<file path="src/rtl/blr_pkg.sv">
package blr_pkg;

    // Slew rate selects, slowest first.
    typedef enum logic [1:0] {
        RATE_CRAWL = 2'd0,
        RATE_LOW   = 2'd1,
        RATE_MID   = 2'd2,
        RATE_HIGH  = 2'd3
    } rate_code_t;

    // Direction index into per-direction arrays.
    localparam int DIR_UP = 0;
    localparam int DIR_DN = 1;
    localparam int N_DIR  = 2;

endpackage

</file>
<file path="src/rtl/blr_rate_dec.sv">
module blr_rate_dec
    import blr_pkg::*;
#(
    parameter int SHIFT_MAX  = 8,
    parameter int SHIFT_STEP = 2,
    parameter int SH_W       = 4
) (
    input  rate_code_t       code,
    output logic [SH_W-1:0]  shift
);

    localparam logic [SH_W-1:0] MAX_L  = SH_W'(SHIFT_MAX);
    localparam logic [SH_W-1:0] STEP_L = SH_W'(SHIFT_STEP);

    logic [SH_W-1:0] code_ext;

    always_comb begin
        code_ext = SH_W'(code);
        // Faster code -> smaller right shift -> larger step.
        shift    = MAX_L - STEP_L * code_ext;
    end

endmodule

</file>
<file path="src/rtl/blr_step.sv">
module blr_step #(
    parameter int EW   = 25,
    parameter int SH_W = 4
) (
    input  logic signed [EW-1:0] err,
    input  logic [SH_W-1:0]      up_sh,
    input  logic [SH_W-1:0]      dn_sh,
    output logic signed [EW-1:0] delta
);

    logic            neg;
    logic [EW-1:0]   mag;
    logic [EW-1:0]   scaled;
    logic [SH_W-1:0] sh;

    always_comb begin
        neg = err[EW-1];
        mag = neg ? (~err + 1'b1) : err;
        sh  = neg ? dn_sh : up_sh;
        scaled = mag >> sh;
        // Never stall: any nonzero error moves at least one fractional LSB.
        if ((mag != '0) && (scaled == '0)) begin
            scaled = EW'(1);
        end
        delta = neg ? -$signed(scaled) : $signed(scaled);
    end

endmodule

</file>
<file path="src/rtl/blr_hold.sv">
module blr_hold #(
    parameter int HOLD_W = 8
) (
    input  logic              clk,
    input  logic              rst_n,
    input  logic              busy,
    input  logic              in_valid,
    input  logic [HOLD_W-1:0] hold_len,
    output logic              frozen
);

    typedef struct packed {
        logic [HOLD_W-1:0] cnt;
    } hold_state_t;

    hold_state_t state_d, state_q;

    always_comb begin
        state_d = state_q;
        if (busy) begin
            state_d.cnt = hold_len;
        end else if (in_valid && (state_q.cnt != '0)) begin
            state_d.cnt = state_q.cnt - 1'b1;
        end
        frozen = busy || (state_q.cnt != '0);
    end

    always_ff @(posedge clk or negedge rst_n) begin
        if (!rst_n) begin
            state_q <= '0;
        end else begin
            state_q <= state_d;
        end
    end

endmodule

</file>
<file path="src/rtl/blr_core.sv">
module blr_core
    import blr_pkg::*;
#(
    parameter int W          = 16,
    parameter int FRAC       = 8,
    parameter int HOLD_W     = 8,
    parameter int SHIFT_MAX  = 8,
    parameter int SHIFT_STEP = 2
) (
    input  logic                clk,
    input  logic                rst_n,
    input  logic                in_valid,
    input  logic [W-1:0]        in_sample,
    input  logic                busy,
    input  logic [1:0]          up_rate,
    input  logic [1:0]          dn_rate,
    input  logic [HOLD_W-1:0]   hold_len,
    output logic                out_valid,
    output logic [W:0]          out_sample,
    output logic [W-1:0]        base_est
);

    localparam int ESTW = W + FRAC;
    localparam int EW   = ESTW + 1;
    localparam int SH_W = $clog2(SHIFT_MAX + 1);

    typedef struct packed {
        logic            primed;
        logic [ESTW-1:0] est;
        logic            ovalid;
        logic [W:0]      osample;
    } core_state_t;

    core_state_t state_d, state_q;

    logic [SH_W-1:0]      shift_dir [N_DIR];
    rate_code_t           code_dir  [N_DIR];
    logic signed [EW-1:0] s_fx;
    logic signed [EW-1:0] est_ext;
    logic signed [EW-1:0] err;
    logic signed [EW-1:0] delta;
    logic                 frozen;
    logic                 primed;
    logic [W-1:0]         est_int;

    assign code_dir[DIR_UP] = rate_code_t'(up_rate);
    assign code_dir[DIR_DN] = rate_code_t'(dn_rate);

    for (genvar g = 0; g < N_DIR; g++) begin : g_dec
        blr_rate_dec #(
            .SHIFT_MAX (SHIFT_MAX),
            .SHIFT_STEP(SHIFT_STEP),
            .SH_W      (SH_W)
        ) i_dec (
            .code (code_dir[g]),
            .shift(shift_dir[g])
        );
    end

    blr_hold #(.HOLD_W(HOLD_W)) i_hold (
        .clk     (clk),
        .rst_n   (rst_n),
        .busy    (busy),
        .in_valid(in_valid),
        .hold_len(hold_len),
        .frozen  (frozen)
    );

    blr_step #(.EW(EW), .SH_W(SH_W)) i_step (
        .err  (err),
        .up_sh(shift_dir[DIR_UP]),
        .dn_sh(shift_dir[DIR_DN]),
        .delta(delta)
    );

    always_comb begin
        est_int = state_q.est[ESTW-1:FRAC];
        s_fx    = {in_sample[W-1], in_sample, {FRAC{1'b0}}};
        est_ext = {state_q.est[ESTW-1], state_q.est};
        err     = s_fx - est_ext;

        state_d        = state_q;
        state_d.ovalid = in_valid;
        if (in_valid) begin
            if (!state_q.primed) begin
                // Seed from the first sample: immediate start-up.
                state_d.primed  = 1'b1;
                state_d.est     = s_fx[ESTW-1:0];
                state_d.osample = '0;
            end else begin
                state_d.osample = {in_sample[W-1], in_sample} - {est_int[W-1], est_int};
                if (!frozen) begin
                    state_d.est = state_q.est + delta[ESTW-1:0];
                end
            end
        end
    end

    always_ff @(posedge clk or negedge rst_n) begin
        if (!rst_n) begin
            state_q <= '0;
        end else begin
            state_q <= state_d;
        end
    end

    assign primed     = state_q.primed;
    assign out_valid  = state_q.ovalid;
    assign out_sample = state_q.osample;
    assign base_est   = est_int;

endmodule

</file>
<file path="config.mk">
export PLATFORM = sky130hd
export DESIGN_NAME = blr_core
export DESIGN_NICKNAME = d
export VERILOG_FILES = /design/src/rtl/blr_pkg.sv /design/src/rtl/blr_rate_dec.sv /design/src/rtl/blr_step.sv /design/src/rtl/blr_hold.sv /design/src/rtl/blr_core.sv
export SDC_FILE = /design/constraint.sdc
export NUM_CORES = 1
export LEC_CHECK = 0
export ABC_AREA = 1
export BUFFER_PORTS_ARGS = -buffer_cell sky130_fd_sc_hd__buf_2
export CORE_ASPECT_RATIO = 1.5
export CORE_MARGIN = 4
export CORE_UTILIZATION = 57
export CTS_BUF_LIST = sky130_fd_sc_hd__clkbuf_8
export CTS_CLUSTER_DIAMETER = 80
export DETAILED_ROUTE_END_ITERATION = 10
export HOLD_SLACK_MARGIN = 0.12
export MAX_ROUTING_LAYER = met4
export PLACE_DENSITY_LB_ADDON = 0.3
export REMOVE_ABC_BUFFERS = 1
export SKIP_LAST_GASP = 1
export SYNTH_ARGS = -nofsm -noshare
export SYNTH_HDL_FRONTEND = slang
export SYNTH_SLANG_ARGS = --single-unit
</file>
<file path="constraint.sdc">
create_clock -name clk -period 7.05 [get_ports clk]
set_input_delay 0.3525 -clock clk [delete_from_list [all_inputs] [get_ports clk]]
set_output_delay 0.3525 -clock clk [all_outputs]
set_load 0.01 [all_outputs]
</file>
==> results.json, run 1 <==
{
  "status": "finished clean",
  "drt_pass1_iterations": 5,
  "post-dp-hpwl_mm": 22.4,
  "cts_max_level": 2,
  "slew_headroom": 0.453,
  "overflow": 0,
  "fin_crit_sh": 0.969,
  "clk_pin_slew_ns": 0.13,
  "yosys_register_bits": 51,
  "worstSetupStartpointType": "flop",
  "ys_seq_area_frac": 0.164,
  "syn_inst": 1314,
  "period_needed_ns": 6.83,
  "drt-total-wl_mm": 28.2,
  "crit_type": "reg2reg",
  "synth_warnings": 0,
  "final_cell_mix": "nand2_1, buf_4, inv_1",
  "syn_area_um2": 7770,
  "hold_viol": 0,
  "setup_viol": 0,
  "cts_buffers": 5,
  "reg2regPathDepth": 47,
  "synth_edf_count": 0,
  "rows": 52,
  "clock_sinks": 51,
  "fmax_mhz": 146,
  "regToRegSetupSlack_ns": 0.22,
  "n_fill_cell": 1195,
  "core_area_um2": 13500,
  "die_h_um": 151,
  "worstReg2RegStart": "base_est[10]$_DFFE_PN0P_",
  "postSynthAreaPerCell_um2": 5.92,
  "areaGrowthSynthToFinish_pct": 26.4,
  "path_delay_family": "compound AO/OA/AOI/OAI gates",
  "layout_commonest_cell": "nand2_1",
  "io_buffers": 65,
  "fin_util": 0.729,
  "io-pin-count": 66,
  "async_reset_ff_frac": 1.00,
  "antenna_cells": 0,
  "grt_pass1_wl_mm": 42.1,
  "cts_root_buf": "clkbuf_8",
  "cp.required_ns": 7.28,
  "cap_violations": 0,
  "wl_per_cell_um": 17.0,
  "hp-class": "in2async",
  "vias_per_cell": 5.69,
  "critPathMaxFanout": 7,
  "fin_nets": 1586,
  "ant_nets": 0,
  "crit_slowest_cell": "dfrtp_1",
  "grt_pass1_vias": 8695,
  "drtIter0Drc": 562,
  "synth_cell_types": 53,
  "cp.arrival_ns": 7.06,
  "grt_usage": 0.355,
  "rsz0062_at_grt": "yes",
  "holdWs_ns": 0.100,
  "slew_viol_final": 0,
  "tightestPinTransition_ns": 0.820,
  "synth_ff_type": "dfrtp_1",
  "initial_utilization": 0.577,
  "dieArea_um2": 15600,
  "antenna_found_initial": 0,
  "clk_path_buf_depth": 2,
  "finalClockSkew_ns": 0.0199,
  "slowest_delay_ns": 0.41,
  "route.detailed.drc": 0,
  "cp_num_buf_inv": 9,
  "cp_common_cell": "nand2_1",
  "cts_tree": "done",
  "cp-end-kind": "flop",
  "detailroute.via_count": 9454,
  "gp_congestion": 1.08,
  "clock_latency_ns": 0.35,
  "drive_gt1_frac": 0.268,
  "die_w_um": 103,
  "grt_max_degree": 52,
  "r2r_end": "base_est[14]$_DFFE_PN0P_"
}
==> flip-flops by register name, indices dropped and copies added, names as in the netlist <==
register,count
out_sample,17
base_est,16
est_ext,8
i_hold.state_q,8
out_valid,1
primed,1
==> cells in the mapped netlist (22+ instances only) <==
master    number  area [um^2]
nand2_1      427         1600
xor2_1        26          228
o21ai_0       73          365
o211ai_1      22          165
nor2_1        97          364
a21oi_1       49          245
nand3_1      135          676
dfrtp_1       51         1280
ha_1          54          676
inv_1        142          533
==> repair_timing <==
item                                    in CTS  in global routing
endpoints found under the setup margin       0                  9
hold buffers                                 0                  0
setup buffers                                0                 20
gates resized for setup                      0                105
==> how the worst max path moves through the flow <==
stage / from / slack, ns / end / depth (start not counted)
detailed placement: in_sample[0] / -0.07 / base_est[15]$_DFFE_PN0P_ / 53
global route: base_est[7]$_DFFE_PN0P_ / -0.23 / base_est[13]$_DFFE_PN0P_ / 54
finish: base_est[10]$_DFFE_PN0P_ / 0.22 / base_est[14]$_DFFE_PN0P_ / 47
CTS: base_est[12]$_DFFE_PN0P_ / 0.007 / base_est[15]$_DFFE_PN0P_ / 54
global placement: in_sample[13] / 0.02 / base_est[15]$_DFFE_PN0P_ / 54
floorplan: base_est[5]$_DFFE_PN0P_ / -0.44 / base_est[15]$_DFFE_PN0P_ / 52
==> layout make-up <==
class                           count  area [um^2]  share of cell area
Timing Repair Buffer              230         1650               0.168
Clock buffer                        5         68.8             0.00700
Sequential cell                    51         1280               0.130
Multi-Input combinational cell   1049         5980               0.609
Tap cell                          162          203              0.0206
Inverter                          161          612              0.0623
Clock inverter                      3         33.8             0.00344
==> worst reg2reg max path: cells and delay by family (launching register included) <==
kind | cells | cell delay (ns)
AOI/OAI and AO/OA | 13 | 2.27
xor gates and xnor gates | 2 | 0.44
adders and majority gates | 2 | 0.57
buffers and inverters | 9 | 0.89
DFF | 1 | 0.41
and+or+nand+nor | 21 | 2.11
==> through the flow <==
| stage | worst slack (ns) | setup TNS (ns) | cells | cell area (um^2) |
|---|---|---|---|---|
| 6_report | 0.218 | 0 | 1661 | 9820 |
| 5_1_grt | -0.227 | -0.853 | 1661 | 9820 |
| 4_1_cts | 0.00702 | 0 | 1640 | 9220 |
| 3_5_place_dp | -0.0711 | -0.0711 | 1632 | 9120 |
| 3_3_place_gp | 0.0221 | 0 | 1632 | 9120 |
| 2_1_floorplan | -0.442 | -1.04 | 1261 | 7440 |
==> kinds of logic after synthesis <==
logic type,synth area share
multiplexers,0.00274
XOR/XNOR,0.0484
AND/OR/NAND/NOR,0.413
AO/OA/AOI/OAI,0.159
buffers and inverters,0.121
flip-flops,0.164
adder cells (fa/ha/maj),0.0921
==> routing by layer <==
metal / track usage / share of wire
met1: 0.401 / 0.38
met2: 0.587 / 0.49
met3: 0.0346 / 0.053
met4: 0.233 / 0.076
met5: - / 0
Power of run 1 is left out: the tool's default activity adds up to more than one toggle a clock period on the data nets, which glitch-free logic cannot reach.
==> run 2: changes to the inputs <==
CORE_ASPECT_RATIO = 1.1   (was 1.5)
PLACE_DENSITY = 0.85   (was unset)
PLACE_DENSITY_LB_ADDON = unset   (was 0.3)
==> results.json, run 2 (synthesis results as in run 1) <==
{
  "cp.required_ns": 7.27,
  "critical_path.startpoint": "base_est[10]$_DFFE_PN0P_",
  "core_area_um2": 13300,
  "rows": 44,
  "cts_max_level": 2,
  "worst_slack_ns": 0.298,
  "cp.arrival_ns": 6.97,
  "crit_type": "reg2reg",
  "drt_pass1_iterations": 6,
  "cts_root_buf": "clkbuf_8",
  "crit_slowest_cell": "dfrtp_1",
  "detailroute.via_count": 9342,
  "route.detailed.drc": 0,
  "vias_per_cell": 5.82,
  "hold_viol": 0,
  "period_needed_ns": 6.75,
  "grt_pass1_vias": 8139,
  "clock_sinks": 51,
  "status": "finished clean",
  "die_h_um": 130,
  "wl_per_cell_um": 16.8,
  "clock_latency_ns": 0.32,
  "clk_path_buf_depth": 2,
  "slew_viol_final": 0,
  "pre_cts_slack_ns": -0.0743,
  "cp_common_cell": "nand2_1",
  "fin_nets": 1510,
  "io-pin-count": 66,
  "areaGrowthSynthToFinish_pct": 19.8,
  "antenna_found_initial": 0,
  "layout_commonest_cell": "nand2_1",
  "largest_reg_flops": 17,
  "cap_violations": 0,
  "r2r_end": "base_est[15]$_DFFE_PN0P_",
  "critPathMaxFanout": 7,
  "antenna_cells": 0,
  "multiInputGateArea_um2": 6040,
  "ant_nets": 0,
  "worstReg2RegStart": "base_est[10]$_DFFE_PN0P_",
  "grt_pass1_wl_mm": 40.4,
  "worstSetupStartpointType": "flop",
  "tightestPinTransition_ns": 0.841,
  "clk_pin_slew_ns": 0.10,
  "cp-end-kind": "flop",
  "slowest_delay_ns": 0.38,
  "drt-total-wl_mm": 26.9,
  "overflow": 0,
  "final_cell_mix": "nand2_1, inv_1, nand3_1",
  "post-dp-hpwl_mm": 20.9,
  "finalClockSkew_ns": 0.0120,
  "seq_area_um2": 1280,
  "cts_buffers": 5,
  "n_fill_cell": 1174,
  "fin_crit_sh": 0.958,
  "dieArea_um2": 15600,
  "reg2regPathDepth": 50,
  "regToRegSetupSlack_ns": 0.30,
  "cts_tree": "done",
  "drive_gt1_frac": 0.231,
  "initial_utilization": 0.586,
  "gp_congestion": 1.00,
  "io_buffers": 65,
  "drtIter0Drc": 1197,
  "slew_headroom": 0.439,
  "setup_viol": 0,
  "holdWs_ns": 0.154,
  "fmax_mhz": 148,
  "die_w_um": 119,
  "grt_usage": 0.330,
  "hp-class": "in2async",
  "grt_max_degree": 52
}
==> run 2: per-stage QoR <==
stage | cell area, um^2 | instances | TNS (ns) | util
4_1_cts | 8550 | 1575 | 0 | 0.644
3_3_place_gp | 8460 | 1568 | 0 | 0.638
2_1_floorplan | 7440 | 1261 | -1.04 | -
5_1_grt | 9310 | 1606 | -0.404 | 0.702
3_5_place_dp | 8460 | 1568 | -0.0743 | 0.638
6_report | 9310 | 1606 | 0 | 0.702
==> run 2: repair_timing <==
action / CTS / global route
endpoints found under the setup margin: 4 / 10
setup buffers: 0 / 29
hold buffers: 0 / 0
pin swaps: 0 / 19
gates cloned: 0 / 2
gates resized for setup: 2 / 112
==> run 2: critical path, delay by kind of cell (launching register included) <==
kind | cells | cell delay [ns]
flip-flops | 1 | 0.38
buffers and inverters | 7 | 0.58
multiplexers | 1 | 0.16
AO/OA/AOI/OAI | 9 | 1.10
adder cells (fa/ha/maj) | 4 | 1.18
XOR/XNOR | 1 | 0.18
AND/OR/NAND/NOR | 28 | 3.06
==> run 2: worst max-delay path by stage <==
stage	to	cells past startpoint
2_1_floorplan	base_est[15]$_DFFE_PN0P_	52
6_report	base_est[15]$_DFFE_PN0P_	50
4_1_cts	base_est[15]$_DFFE_PN0P_	49
3_5_place_dp	base_est[15]$_DFFE_PN0P_	50
5_1_grt	base_est[15]$_DFFE_PN0P_	50
3_3_place_gp	base_est[15]$_DFFE_PN0P_	50
==> run 2: area by class of cell <==
class / instances / area share
Sequential cell: 51 / 0.137
Timing Repair Buffer: 154 / 0.114
Multi-Input combinational cell: 1049 / 0.648
Tap cell: 184 / 0.0247
Clock inverter: 2 / 0.00148
Clock buffer: 5 / 0.00739
Inverter: 161 / 0.0662
==> run 2: metal layers <==
metal	vias up	routed length, um	GRT usage
met5	-	0	-
met4	0	837	0.104
met3	77	2360	0.0400
met2	503	12500	0.533
met1	4286	11200	0.435
li1	4476	-	-
Power of run 2 is left out for the same reason.
